$ cat src/rtl/demo_ctrl_pkg.sv
package demo_ctrl_pkg;
  typedef enum logic [1:0] {
    SCR_TITLE = 2'd0,
    SCR_SETUP = 2'd1,
    SCR_CORR  = 2'd2,
    SCR_DET   = 2'd3
  } screen_e;

  localparam int NUM_BTN = 4;
  localparam int BTN_RST = 0;
  localparam int BTN_UP  = 1;
  localparam int BTN_DN  = 2;
  localparam int BTN_CYC = 3;
endpackage

$ cat src/rtl/btn_front.sv
module btn_front #(
  parameter int N = 4
) (
  input  logic         clk_i,
  input  logic         rst_ni,
  input  logic [N-1:0] lvl_i,
  output logic [N-1:0] press_o,
  output logic         conflict_o
);
  logic [N-1:0] prev_q;
  logic [N-1:0] rise;

  always_ff @(posedge clk_i or negedge rst_ni) begin
    if (!rst_ni) prev_q <= '0;
    else         prev_q <= lvl_i;
  end

  assign rise       = lvl_i & ~prev_q;
  // any new press while another button is down counts as operator error
  assign conflict_o = (|rise) && ($countones(lvl_i) >= 2);
  assign press_o    = conflict_o ? '0 : rise;
endmodule

$ cat src/rtl/hold_timer.sv
module hold_timer #(
  parameter int CYCLES = 33_000_000
) (
  input  logic clk_i,
  input  logic rst_ni,
  input  logic trig_i,
  output logic on_o
);
  localparam int W = $clog2(CYCLES + 1);
  logic [W-1:0] cnt_q;

  always_ff @(posedge clk_i or negedge rst_ni) begin
    if (!rst_ni)           cnt_q <= '0;
    else if (trig_i)       cnt_q <= W'(CYCLES);
    else if (cnt_q != '0)  cnt_q <= cnt_q - 1'b1;
  end

  assign on_o = (cnt_q != '0);
endmodule

$ cat src/rtl/pulse_gen.sv
module pulse_gen #(
  parameter int PERIOD = 33_000_000
) (
  input  logic clk_i,
  input  logic rst_ni,
  output logic strobe_o
);
  localparam int W = (PERIOD > 1) ? $clog2(PERIOD) : 1;
  localparam logic [W-1:0] LAST = W'(PERIOD - 1);
  logic [W-1:0] cnt_q;

  always_ff @(posedge clk_i or negedge rst_ni) begin
    if (!rst_ni) begin
      cnt_q    <= '0;
      strobe_o <= 1'b0;
    end else begin
      strobe_o <= (cnt_q == LAST);
      cnt_q    <= (cnt_q == LAST) ? '0 : cnt_q + 1'b1;
    end
  end
endmodule

$ cat src/rtl/screen_fsm.sv
module screen_fsm
  import demo_ctrl_pkg::*;
(
  input  logic               clk_i,
  input  logic               rst_ni,
  input  logic [NUM_BTN-1:0] press_i,
  output screen_e            screen_o,
  output logic               run_en_o,
  output logic               rate_up_o,
  output logic               rate_down_o
);
  screen_e scr_d;
  logic    run_d;

  always_comb begin
    scr_d = screen_o;
    run_d = run_en_o;
    if (press_i[BTN_RST]) begin
      scr_d = SCR_TITLE;
      run_d = 1'b0;
    end else if (press_i[BTN_CYC]) begin
      unique case (screen_o)
        SCR_TITLE: scr_d = SCR_SETUP;
        SCR_SETUP: begin
          scr_d = SCR_CORR;
          run_d = 1'b1;
        end
        SCR_CORR:  scr_d = SCR_DET;
        SCR_DET:   scr_d = SCR_SETUP;
        default:   scr_d = SCR_TITLE;
      endcase
    end
  end

  always_ff @(posedge clk_i or negedge rst_ni) begin
    if (!rst_ni) begin
      screen_o    <= SCR_TITLE;
      run_en_o    <= 1'b0;
      rate_up_o   <= 1'b0;
      rate_down_o <= 1'b0;
    end else begin
      screen_o    <= scr_d;
      run_en_o    <= run_d;
      rate_up_o   <= press_i[BTN_UP] && (screen_o == SCR_SETUP);
      rate_down_o <= press_i[BTN_DN] && (screen_o == SCR_SETUP);
    end
  end
endmodule

$ cat src/rtl/demo_ctrl_seq.sv
module demo_ctrl_seq
  import demo_ctrl_pkg::*;
#(
  parameter int CLK_HZ         = 33_000_000,
  parameter int HOLD_CYCLES    = CLK_HZ,
  parameter int REFRESH_CYCLES = CLK_HZ
) (
  input  logic       clk_i,
  input  logic       rst_ni,
  input  logic       btn_reset_i,
  input  logic       btn_up_i,
  input  logic       btn_down_i,
  input  logic       btn_cycle_i,
  input  logic       dec_fail_i,
  output logic [1:0] screen_o,
  output logic       run_en_o,
  output logic       rate_up_o,
  output logic       rate_down_o,
  output logic       err_led_o,
  output logic       fail_led_o,
  output logic       refresh_o
);
  logic [NUM_BTN-1:0] lvl;
  logic [NUM_BTN-1:0] press;
  logic               conflict;
  screen_e            scr;

  always_comb begin
    lvl          = '0;
    lvl[BTN_RST] = btn_reset_i;
    lvl[BTN_UP]  = btn_up_i;
    lvl[BTN_DN]  = btn_down_i;
    lvl[BTN_CYC] = btn_cycle_i;
  end

  btn_front #(.N(NUM_BTN)) u_front (
    .clk_i, .rst_ni, .lvl_i(lvl), .press_o(press), .conflict_o(conflict)
  );

  screen_fsm u_fsm (
    .clk_i, .rst_ni, .press_i(press), .screen_o(scr),
    .run_en_o, .rate_up_o, .rate_down_o
  );
  assign screen_o = scr;

  hold_timer #(.CYCLES(HOLD_CYCLES)) u_err_hold (
    .clk_i, .rst_ni, .trig_i(conflict), .on_o(err_led_o)
  );

  hold_timer #(.CYCLES(HOLD_CYCLES)) u_fail_hold (
    .clk_i, .rst_ni, .trig_i(dec_fail_i), .on_o(fail_led_o)
  );

  pulse_gen #(.PERIOD(REFRESH_CYCLES)) u_refresh (
    .clk_i, .rst_ni, .strobe_o(refresh_o)
  );
endmodule

$ cat config.mk
export PLATFORM = sky130hd
export DESIGN_NAME = demo_ctrl_seq
export DESIGN_NICKNAME = d
export VERILOG_FILES = /design/src/rtl/demo_ctrl_pkg.sv /design/src/rtl/btn_front.sv /design/src/rtl/hold_timer.sv /design/src/rtl/pulse_gen.sv /design/src/rtl/screen_fsm.sv /design/src/rtl/demo_ctrl_seq.sv
export SDC_FILE = /design/constraint.sdc
export NUM_CORES = 1
export LEC_CHECK = 0
export BUFFER_PORTS_ARGS = -buffer_cell sky130_fd_sc_hd__buf_2
export CAP_MARGIN = 0
export CELL_PAD_IN_SITES_DETAIL_PLACEMENT = 0
export CELL_PAD_IN_SITES_GLOBAL_PLACEMENT = 1
export CORE_MARGIN = 1
export CORE_UTILIZATION = 52
export DETAILED_ROUTE_END_ITERATION = 6
export PLACE_DENSITY = 0.82
export SKIP_LAST_GASP = 1
export SLEW_MARGIN = 20
export SYNTH_ARGS = -nofsm -noshare
export SYNTH_HDL_FRONTEND = slang
export SYNTH_SLANG_ARGS = --single-unit
$ cat constraint.sdc
create_clock -name clk_i -period 5.2 [get_ports clk_i]
set_clock_uncertainty 0.05 [all_clocks]
set_input_delay 0.78 -clock clk_i [delete_from_list [all_inputs] [get_ports clk_i]]
set_output_delay 0.78 -clock clk_i [all_outputs]
set_load 0.1 [all_outputs]
==> run_results.csv <==
group,metric,value,unit
logic_synthesis,ys_warn_count,0,
global_routing,first_global_vias,3157,
routing,wl,8.12,mm
global_routing,grt_max_degree,86,
timing,fin_crit_sh,78.2,%
job,drv_cap,0,
routing,drtIter0Drc,99,
critical_path,critPathKind,"reg -> out",
clocking,holdBufCountCts,0,
clocking,path_clk_slew,90,ps
logic_synthesis,syn-cell-area,4410,um^2
logic_synthesis,ys_seq_area_share,48.2,%
clocking,postCtsSetupBuffers,0,
critical_path,r2r_slack,2250,ps
layout,final_cell_mix,"dfrtp_1 (85), nor2_1 (61), nand2_1 (30)",
layout,nFillCells,731,
timing,worstMarginPinSlew,994,ps
die,start_util,53.7,%
layout,seqCellArea,2130,um^2
layout,layout.nets,486,
clocking,numCtsBuffers,9,
global_routing,grt_pass1_wl,14.3,mm
timing,max_freq,246,MHz
critical_path,worst-path-max-fanout,14,
routing,vias_per_cell,5.76,
critical_path,critical_path_required,4370,ps
pwr,power.leakage,1.91,nW
die,die_h,94.1,um
clocking,cts.sinks,85,
logic_synthesis,synth_nets,475,
timing,fin_ws,1140,ps
clocking,cts_buffer_depth,2,
timing,setup_viol,0,
logic_synthesis,synth-edff-count,0,
layout,drive_gt1_share,10.5,%
die,core,8220,um^2
die,die_w,94.1,um
clocking,root_buffer,"clkbuf_8",
logic_synthesis,async_flop_share,100,%
critical_path,rr_worst_depth,7,
logic_synthesis,ys_seq_elements,85,
die,io_pins,15,
placed_design,place_ws,1560,ps
critical_path,rr_startpoint,"u_err_hold.cnt_q[0]$_DFFE_PN0P_",
layout,area_growth,8.91,%
timing,fin_crit,4060,ps
layout,multi_input_area,2190,um^2
clocking,cts.repair.resized,0,
timing,report.final.slew_viol_count,0,
timing,tns,0,ps
clocking,cts_tree,"built",
placed_design,hpwl,5.41,mm
layout,layout_commonest_cell,"dfrtp_1",
logic_synthesis,yosysUniqueCellTypes,50,
outcome,status,"complete, no violations",
placed_design,port_buffers,14,
pwr,vdd_drop_max,0.219,mV
global_routing,track_usage,20.4,%
timing,rsz0062_at_grt,"no",
clocking,htreeDepth,3,
timing,max_slew_margin,33.1,%
critical_path,r2r_end,"u_err_hold.cnt_q[1]$_DFFE_PN0P_",
logic_synthesis,postSynthCellCount,458,
hold_path,min_path_type,"in -> async",
die,die_area,8850,um^2
routing,drc,0,
logic_synthesis,avgSynthCellArea,9.63,um^2
routing,ant_nets,0,
global_routing,grt_overflow,0,
critical_path,critPathCaptureType,"primary output",
routing,vias,3334,
routing,drt_first_pass_iters,4,
placed_design,gp_congestion,0.784,
layout,insertedDiodeCount,0,
routing,wl_per_cell,14.0,um
clocking,clk_latency,360,ps
timing,hold_viol_final,0,
die,rows,33,
global_routing,antenna_found_initial,0,
critical_path,cp.arrival,3230,ps
placed_design,dp_cells,563,
layout,stdcell_count,579,
pwr,power.density,344,nW/um^2
critical_path,cp-start-kind,"flip-flop",
logic_synthesis,synth_ff_type,"dfrtp_1",
[how the worst max path moves through the flow]
stage / start / endpoint / slack (ps)
after global routing: u_err_hold.cnt_q[0]$_DFFE_PN0P_ / err_led_o / 820
after global placement: u_err_hold.cnt_q[0]$_DFFE_PN0P_ / err_led_o / 1620
after floorplan: u_err_hold.cnt_q[0]$_DFFE_PN0P_ / err_led_o / 2560
after CTS: u_err_hold.cnt_q[0]$_DFFE_PN0P_ / err_led_o / 1140
after detailed placement: u_err_hold.cnt_q[0]$_DFFE_PN0P_ / err_led_o / 1560
final: u_err_hold.cnt_q[0]$_DFFE_PN0P_ / err_led_o / 1140
[sequential cells by signal, summed over array words and instances, names as in the netlist]
signal              cells
u_front.prev_q          4
u_refresh.cnt_q        25
u_refresh.strobe_o      1
u_fsm.rate_up_o         1
u_fail_hold.cnt_q      25
u_err_hold.cnt_q       25
u_fsm.screen_o          2
u_fsm.run_en_o          1
u_fsm.rate_down_o       1
[layout make-up]
type | count | share of cell area (%)
clock inverters | 6 | 1.93
multi-input cells | 347 | 45.6
clock buffers | 10 | 2.87
well taps | 105 | 2.74
flip-flops and latches | 85 | 44.3
inverters | 11 | 0.860
repair buffers | 15 | 1.75
[cell families after synthesis]
group / count (synthesis) / share of synthesized area [%]
buf+inv: 26 / 2.33
mux: 14 / 3.38
fa+ha+maj: 10 / 3.01
flops: 85 / 48.2
compound gates: 42 / 5.50
simple gates: 244 / 30.2
xor+xnor: 37 / 7.35
[report_power, final]
| group | internal (mW) | switching, mW |
|---|---|---|
| clock network | 0.287 | 0.249 |
| logic | 0.106 | 0.246 |
| registers | 0.712 | 0.0510 |
| total | 1.10 | 0.546 |
[cell usage after synthesis, drive strengths merged, types with 2 or more instances]
cell	instances	area, um^2
a211oi	4	30.0
a21oi	10	50.1
and2	2	12.5
and3	8	50.1
buf	4	20.0
clkbuf	11	41.3
dfrtp	85	2130
ha	9	113
inv	11	41.3
mux2	7	78.8
mux2i	7	70.1
nand2	30	113
nand2b	5	31.3
nand3	18	90.1
nand4	14	87.6
nor2	62	233
nor2b	19	119
nor3	19	95.1
nor3b	4	30.0
nor4	19	131
nor4b	6	52.6
o211ai	2	15.0
o21ai	21	105
or2	3	18.8
or3	16	104
or3b	6	52.6
or4	7	56.3
xnor2	12	105
xor2	25	219
[per-layer routing]
layer,vias to the layer above,global-route usage [%],wire length (um)
met4,0,8.21,119
met3,9,2.99,146
met2,33,33.0,3890
met5,-,0,0
met1,1650,27.4,3970
li1,1642,-,-
[per-stage QoR]
stage | total power, mW | cell area (um^2) | utilization (%) | hold WS (ps)
floorplan | 1.05 | 4410 | - | 418
detailed placement | 1.13 | 4560 | 55.5 | 446
CTS | 1.67 | 4790 | 58.3 | 462
finish | 1.65 | 4800 | 58.5 | 394
global placement | 1.12 | 4560 | 55.5 | 443
global route | 1.74 | 4800 | 58.5 | 487
[worst max-delay path: stages (launching register included)]
cell and delay (ps):
dfrtp_1 400, inv_1 120, ha_1 180, nor4b_1 450
nand4_1 500, nor2_1 800, inv_2 110, buf_2 330
No activity file was read; power rests on OpenSTA's default activity.
